===== src/rtl/srp_pkg.sv =====
package srp_pkg;

   typedef enum logic [3:0] {
      TLR, RTI, SEL_DR, CAP_DR, SH_DR, EX1_DR, PA_DR, EX2_DR, UPD_DR,
      SEL_IR, CAP_IR, SH_IR, EX1_IR, PA_IR, EX2_IR, UPD_IR
   } tap_st_e;

   function automatic tap_st_e tap_next(input tap_st_e s, input logic tms);
      tap_st_e n;
      case (s)
         TLR:     n = tms ? TLR    : RTI;
         RTI:     n = tms ? SEL_DR : RTI;
         SEL_DR:  n = tms ? SEL_IR : CAP_DR;
         CAP_DR:  n = tms ? EX1_DR : SH_DR;
         SH_DR:   n = tms ? EX1_DR : SH_DR;
         EX1_DR:  n = tms ? UPD_DR : PA_DR;
         PA_DR:   n = tms ? EX2_DR : PA_DR;
         EX2_DR:  n = tms ? UPD_DR : SH_DR;
         UPD_DR:  n = tms ? SEL_DR : RTI;
         SEL_IR:  n = tms ? TLR    : CAP_IR;
         CAP_IR:  n = tms ? EX1_IR : SH_IR;
         SH_IR:   n = tms ? EX1_IR : SH_IR;
         EX1_IR:  n = tms ? UPD_IR : PA_IR;
         PA_IR:   n = tms ? EX2_IR : PA_IR;
         EX2_IR:  n = tms ? UPD_IR : SH_IR;
         UPD_IR:  n = tms ? SEL_DR : RTI;
         default: n = TLR;
      endcase
      return n;
   endfunction

endpackage


===== src/rtl/jtag_tap_fsm.sv =====
module jtag_tap_fsm
   import srp_pkg::*;
(
   input  logic    tck,
   input  logic    trst_n,
   input  logic    tms,
   output tap_st_e state
);

   always_ff @(posedge tck or negedge trst_n) begin
      if (!trst_n) state <= TLR;
      else         state <= tap_next(state, tms);
   end

   // Run of consecutive TMS-high edges, used only by the check below
   logic [2:0] hi_run;
   always_ff @(posedge tck or negedge trst_n) begin
      if (!trst_n)            hi_run <= '0;
      else if (!tms)          hi_run <= '0;
      else if (hi_run != 3'd7) hi_run <= hi_run + 3'd1;
   end

   // five TMS-high edges always land in Test-Logic-Reset
   p_tms_reset_r10: assert property (@(posedge tck) disable iff (!trst_n)
      (hi_run >= 3'd5) |-> (state == TLR));

endmodule


===== src/rtl/jtag_access_chain.sv =====
module jtag_access_chain #(
   parameter int DATA_W = 32,
   parameter int ADDR_W = 7
) (
   input  logic              tck,
   input  logic              trst_n,
   input  logic              sel,
   input  logic              cap_en,
   input  logic              sh_en,
   input  logic              upd_en,
   input  logic              tdi,
   output logic              so,
   output logic [ADDR_W-1:0] bus_addr,
   output logic [DATA_W-1:0] bus_wdata,
   output logic              bus_we,
   output logic              bus_re,
   input  logic [DATA_W-1:0] bus_rdata
);

   localparam int CHAIN_W = DATA_W + ADDR_W + 1;
   localparam int RW_BIT  = CHAIN_W - 1;

   logic [CHAIN_W-1:0] sr;
   logic [DATA_W-1:0]  hold;

   always_ff @(posedge tck or negedge trst_n) begin
      if (!trst_n) begin
         sr <= '0;
      end else if (sel && cap_en) begin
         sr <= {{(ADDR_W+1){1'b0}}, hold};
      end else if (sel && sh_en) begin
         sr <= {tdi, sr[CHAIN_W-1:1]};
      end
   end

   assign bus_wdata = sr[DATA_W-1:0];
   assign bus_addr  = sr[DATA_W +: ADDR_W];
   assign bus_we    = sel && upd_en &&  sr[RW_BIT];
   assign bus_re    = sel && upd_en && !sr[RW_BIT];
   assign so        = sr[0];

   // Read result waits here for the next Capture-DR
   always_ff @(posedge tck or negedge trst_n) begin
      if (!trst_n)     hold <= '0;
      else if (bus_re) hold <= bus_rdata;
   end

   // write strobe lasts one cycle
   p_we_pulse_r3: assert property (@(posedge tck) disable iff (!trst_n)
      bus_we |=> !bus_we);
   // read strobe lasts one cycle
   p_re_pulse_r4: assert property (@(posedge tck) disable iff (!trst_n)
      bus_re |=> !bus_re);
   // a capture after a read presents the latched word
   p_capture_hold_r4: assert property (@(posedge tck) disable iff (!trst_n)
      (sel && cap_en) |=> (sr[DATA_W-1:0] == $past(hold)));

endmodule


===== src/rtl/jtag_regbus_port.sv =====
module jtag_regbus_port
   import srp_pkg::*;
#(
   parameter int             DATA_W      = 32,
   parameter int             ADDR_W      = 7,
   parameter int             IR_W        = 4,
   parameter int             SEL_W       = 5,
   parameter logic [IR_W-1:0] INS_SELECT = 4'h2,
   parameter logic [IR_W-1:0] INS_ACCESS = 4'hC,
   parameter logic [IR_W-1:0] IR_CAPTURE = 4'b0001,
   parameter bit             TDO_NEGEDGE = 1'b1
) (
   input  logic              tck,
   input  logic              trst_n,
   input  logic              tms,
   input  logic              tdi,
   output logic              tdo,
   output logic              tdo_en,
   output logic [ADDR_W-1:0] bus_addr,
   output logic [DATA_W-1:0] bus_wdata,
   output logic              bus_we,
   output logic              bus_re,
   input  logic [DATA_W-1:0] bus_rdata
);

   localparam logic [IR_W-1:0]  INS_BYPASS = '1;
   localparam logic [SEL_W-1:0] CHAIN_DFLT = '1;
   localparam logic [SEL_W-1:0] CHAIN_ACC  = '0;

   // Elaboration-time parameter checks
   if (IR_W < 2)                   begin : g_bad_ir   $error("IR_W must be at least 2"); end
   if (INS_SELECT == INS_ACCESS)   begin : g_bad_ins  $error("instruction codes collide"); end
   if (INS_SELECT == INS_BYPASS ||
       INS_ACCESS == INS_BYPASS)   begin : g_bad_byp  $error("all-ones code is reserved for bypass"); end
   if (ADDR_W < 1 || ADDR_W > 16)  begin : g_bad_addr $error("ADDR_W out of range"); end
   if (SEL_W < 1)                  begin : g_bad_sel  $error("SEL_W must be positive"); end

   tap_st_e state;

   jtag_tap_fsm u_fsm (
      .tck    (tck),
      .trst_n (trst_n),
      .tms    (tms),
      .state  (state)
   );

   logic [IR_W-1:0]  ir_sr, ir_q;
   logic [SEL_W-1:0] ch_sr, chain_q;
   logic             byp;
   logic             sel_chain, sel_acc, acc_so;

   assign sel_chain = (ir_q == INS_SELECT);
   assign sel_acc   = (ir_q == INS_ACCESS) && (chain_q == CHAIN_ACC);

   // Instruction register
   always_ff @(posedge tck or negedge trst_n) begin
      if (!trst_n) begin
         ir_sr <= '0;
         ir_q  <= INS_BYPASS;
      end else begin
         case (state)
            TLR:     ir_q  <= INS_BYPASS;
            CAP_IR:  ir_sr <= IR_CAPTURE;
            SH_IR:   ir_sr <= {tdi, ir_sr[IR_W-1:1]};
            UPD_IR:  ir_q  <= ir_sr;
            default: ;
         endcase
      end
   end

   // Chain-number register
   always_ff @(posedge tck or negedge trst_n) begin
      if (!trst_n) begin
         ch_sr   <= '0;
         chain_q <= CHAIN_DFLT;
      end else if (state == TLR) begin
         chain_q <= CHAIN_DFLT;
      end else if (sel_chain) begin
         case (state)
            CAP_DR:  ch_sr   <= chain_q;
            SH_DR:   ch_sr   <= {tdi, ch_sr[SEL_W-1:1]};
            UPD_DR:  chain_q <= ch_sr;
            default: ;
         endcase
      end
   end

   // Bypass bit
   always_ff @(posedge tck or negedge trst_n) begin
      if (!trst_n)              byp <= 1'b0;
      else if (state == CAP_DR) byp <= 1'b0;
      else if (state == SH_DR)  byp <= tdi;
   end

   jtag_access_chain #(
      .DATA_W (DATA_W),
      .ADDR_W (ADDR_W)
   ) u_acc (
      .tck       (tck),
      .trst_n    (trst_n),
      .sel       (sel_acc),
      .cap_en    (state == CAP_DR),
      .sh_en     (state == SH_DR),
      .upd_en    (state == UPD_DR),
      .tdi       (tdi),
      .so        (acc_so),
      .bus_addr  (bus_addr),
      .bus_wdata (bus_wdata),
      .bus_we    (bus_we),
      .bus_re    (bus_re),
      .bus_rdata (bus_rdata)
   );

   logic tdo_d, en_d;
   always_comb begin
      en_d = (state == SH_IR) || (state == SH_DR);
      if (state == SH_IR)  tdo_d = ir_sr[0];
      else if (sel_chain)  tdo_d = ch_sr[0];
      else if (sel_acc)    tdo_d = acc_so;
      else                 tdo_d = byp;
   end

   if (TDO_NEGEDGE) begin : g_tdo_fall
      always_ff @(negedge tck or negedge trst_n) begin
         if (!trst_n) begin
            tdo    <= 1'b0;
            tdo_en <= 1'b0;
         end else begin
            tdo    <= tdo_d;
            tdo_en <= en_d;
         end
      end
      // output enable tracks the shift states
      p_tdo_en_r11: assert property (@(posedge tck) disable iff (!trst_n)
         tdo_en |-> (state == SH_IR || state == SH_DR));
   end else begin : g_tdo_rise
      always_ff @(posedge tck or negedge trst_n) begin
         if (!trst_n) begin
            tdo    <= 1'b0;
            tdo_en <= 1'b0;
         end else begin
            tdo    <= tdo_d;
            tdo_en <= en_d;
         end
      end
   end

   // strobes are mutually exclusive
   p_strobe_excl_r3: assert property (@(posedge tck) disable iff (!trst_n)
      !(bus_we && bus_re));
   // Test-Logic-Reset restores defaults
   p_tlr_defaults_r10: assert property (@(posedge tck) disable iff (!trst_n)
      (state == TLR) |=> (ir_q == INS_BYPASS && chain_q == CHAIN_DFLT));
   // strobes only when the access chain is routed
   p_strobe_route_r8: assert property (@(posedge tck) disable iff (!trst_n)
      (bus_we || bus_re) |-> (ir_q == INS_ACCESS && chain_q == CHAIN_ACC));

endmodule


===== config.mk =====
export PLATFORM = sky130hd
export DESIGN_NAME = jtag_regbus_port
export DESIGN_NICKNAME = d
export VERILOG_FILES = /design/src/rtl/srp_pkg.sv /design/src/rtl/jtag_tap_fsm.sv /design/src/rtl/jtag_access_chain.sv /design/src/rtl/jtag_regbus_port.sv
export SDC_FILE = /design/constraint.sdc
export NUM_CORES = 1
export LEC_CHECK = 0
export CAP_MARGIN = 0
export CELL_PAD_IN_SITES_DETAIL_PLACEMENT = 2
export CELL_PAD_IN_SITES_GLOBAL_PLACEMENT = 2
export CORE_ASPECT_RATIO = 1.25
export CORE_UTILIZATION = 40
export DETAILED_ROUTE_END_ITERATION = 8
export DONT_BUFFER_PORTS = 1
export PLACE_DENSITY = 0.79
export SLEW_MARGIN = 40
export SYNTH_ARGS = -nofsm -noshare
export SYNTH_HDL_FRONTEND = slang
export SYNTH_SLANG_ARGS = --single-unit

===== constraint.sdc =====
create_clock -name tck -period 2.5 [get_ports tck]
set_input_delay 0.125 -clock tck [delete_from_list [all_inputs] [get_ports tck]]
set_output_delay 0.125 -clock tck [all_outputs]
set_load 0.005 [all_outputs]

==> impl_results.md <==
* Status: complete, but fails checks
* Violations in the final reports: DRC, setup timing
* Hold_sp: tms
* Hold WC Path Type: input port to flip-flop
* CTS Buf Count at 9
* Die Span Y at 121.5 um
* Starting Density at 0.4104
* Top cell types by occurrence after synthesis: dfrtp_1 (86), nand2_1 (75), buf_4 (39)
* Layout cell share with drive strength beyond 1 at 0.2130
* Max-slew violations at 0
* Wire per inst at 20.84 um
* Grt ovf at 0
* Vias in the first global route at 3,704
* Peak supply drop at 0.0006122 V
* Synth top area share at 0.4708
* Top_reg_cell synth: dfrtp_1
* Clock latency on the worst-skew pair at 0.35 ns
* I/O Buffers at 0
* Post-route ant nets at 0
* RSZ-0062 raised after global routing: yes
* CTS sink cnt at 97
* DRC Markers at 22
* CP startpoint kind: flip-flop
* Fraction of registers with async set/reset at 1.000
* Largest net degree at the start of global routing at 96
* Drt first-iter violations at just over 90
* Dpl ws at -0.09624 ns
* Hold Path Depth at 2
* Cell variety after synth at 42
* Max_cap viols at 0
* Total Nets Final at between 400 and 500
* Clock Tree Buf Depth at 2
* Critical path class: flip-flop to flip-flop
* PwrDens at 808.4 nW/um2
* HPWL after DPL at 7412 um
* Slowest CP cell: dfstp_2
* Leading post-synthesis cells by cell area: dfrtp_1 (47%), mux2_2 (7.4%), buf_4 (6.4%)
* Reg2reg start: ir_q[2]
* CP Data Required Time at 1.43 ns
* Worst Reg-to-Reg Cells at 4
* Worst slew pin tran at 0.6768 ns
* Top Ports at between 70 and 80
* Crit-path cells: nor4b_4, nand3_2, mux2i_1, a21oi_1
* Crit-path leading delay family: flip-flops
* Placed Cells at 526
* Pre-Repair DR Iteration Count at 8
* Crit path largest cell delay at 0.54 ns
* Post-synth EDFFs at 0
* Layout Cells excl Fill at 583
* Total power at 0.004225 W
* Area leader, netlist: dfrtp_1
* Max transition margin at 0.5458
* Synthesized cell area at between 4000 and 5000 um2
* Area Growth Syn to Fin at 14.34%
* Global-route wire length before repair at 19,800 um
* Critical path launch point: ir_q[2]
* WP depth at 4
* Die ar. at 11,860 um2
* H-tree levels at 3
* Worst Slack Setup Final at -0.1303 ns
* Synth warn at 0
* Worst setup EP type: flip-flop
* Global placement routability congestion at 0.8246
* FF+latch count, synth at 97
* Synth Net Count at 472
* Skew final at 0.01260 ns
* CTS Root Cell: clkbuf_16
* Final setup vio count at 1
* Total GRT Usage at 0.2165
* Synthesized instance count at 436
* Crit path buffers/inverters at 0
* # rows at 43
* Core area at 11,140 um2
* Final Hold Fails at 0
* R2r setup slk at -0.13 ns
* Register clock-pin slew on the reported worst setup and hold paths at 0.07 ns
* Lkg Pwr at approximately 2.2 nW
* Crit Path Max Fanout at 2
* TritonCTS clock tree: built
* Via count at about 3,300
* Die extent in x at 97.61 um
* Routed vias/inst at 5.592
* Count leader, synth: dfrtp_1
* Initial antenna violation count at 2
* WL final at roughly 12,000 um
* Seq/Total Area, Yosys at 0.5335
* Crit path DAT at 1.56 ns
* Average size of a mapped cell at 10.48 um2
worst reg2reg max path, cell delays in order, from the launching register on:
cell	delay, ns
dfstp_2	0.54
nor4b_4	0.26
nand3_2	0.13
mux2i_1	0.19
a21oi_1	0.10
flip-flops by register name, indices dropped and copies added (netlist names):
name         count
u_fsm.state      4
u_acc.hold      32
ir_sr            4
byp              1
tdo_en           1
ir_q             4
u_acc.sr        40
ch_sr            5
tdo              1
chain_q          5
cells by family after synthesis:
kind of cell           Yosys count  share of synthesized area
buffers and inverters           68                    0.09745
flip-flops                      97                     0.5335
AO/OA/AOI/OAI                  112                     0.1415
multiplexers                    37                    0.08979
AND/OR/NAND/NOR                122                     0.1377
worst paths after layout:
| check | to |
|---|---|
| max | tdo |
| min | u_fsm.state[2] |
| max reg2reg | tdo |
| min reg2reg | u_acc.hold[6] |
| max in group asynchronous | ir_q[0] |
| min in group asynchronous | u_acc.sr[27] |
timing repair:
action                                  in CTS  in global routing
gates cloned                                 0                  0
pin swaps                                    1                  1
hold buffers                                36                  0
buffers inserted                             1                  2
endpoints found under the hold margin      130                  0
resized for setup                            1                  0
endpoints found under the setup margin       1                  1
through the flow:
stage / utilization / instance area [um2] / setup TNS [ns] / hold WS (ns)
floorplan: - / 4593 / -0.1026 / -0.1706
global placement: 0.4061 / 4523 / -0.008994 / -0.1682
detailed placement: 0.4061 / 4523 / -0.09624 / -0.1683
CTS: 0.4675 / 5206 / -0.07296 / 0.03764
global route: 0.4690 / 5224 / -0.1444 / 0.05443
finish: 0.4693 / 5226 / -0.1303 / 0.05355
power by group:
group          switching [W]  leakage [nW]  total (W)  internal, W
sequential          0.000162          1.23    0.00191      0.00174
combinational       0.000564         0.818   0.000974     0.000410
clock               0.000611         0.134    0.00134     0.000733
per-layer routing:
layer / vias to the layer above / GRT usage / wire, um
li1: 1509 / - / -
met1: 1662 / 0.2447 / 4765
met2: 72 / 0.3967 / 6598
met3: 17 / 0.05357 / 597
met4: 0 / 0.07576 / 188
met5: - / 0 / 0
cell usage in the layout (no fill, tap or decap), types with 2 or more instances in the layout:
master and n:
dlygate4sd3_1 35, mux2_1 2, o21ai_1 34, diode_2 2, nand2b_1 4, mux2i_1 5
buf_4 22, a211oi_1 2, clkinvlp_4 3, o21ai_0 23, dfrtn_1 2, nand2_1 75
dfstp_2 9, mux2_2 30, inv_1 2, clkinv_4 2, a22oi_1 5, buf_12 2
o22ai_1 34, or2_2 2, nor2_1 10, nor4b_4 4, nand3_1 12, nor3_1 3
dfrtp_1 86, a21oi_1 8, clkbuf_16 9, clkbuf_8 2
final cells by class:
cell class	instances	area [um2]
flip-flops and latches	97	2439
fillers	1102	5911
well taps	135	168.9
clock inverters	5	40.04
repair buffers	60	583.1
multi-input cells	271	1730
clock buffers	11	252.7
diodes	2	5.005
inverters	2	7.507
Power figures use the tool's default switching activity.
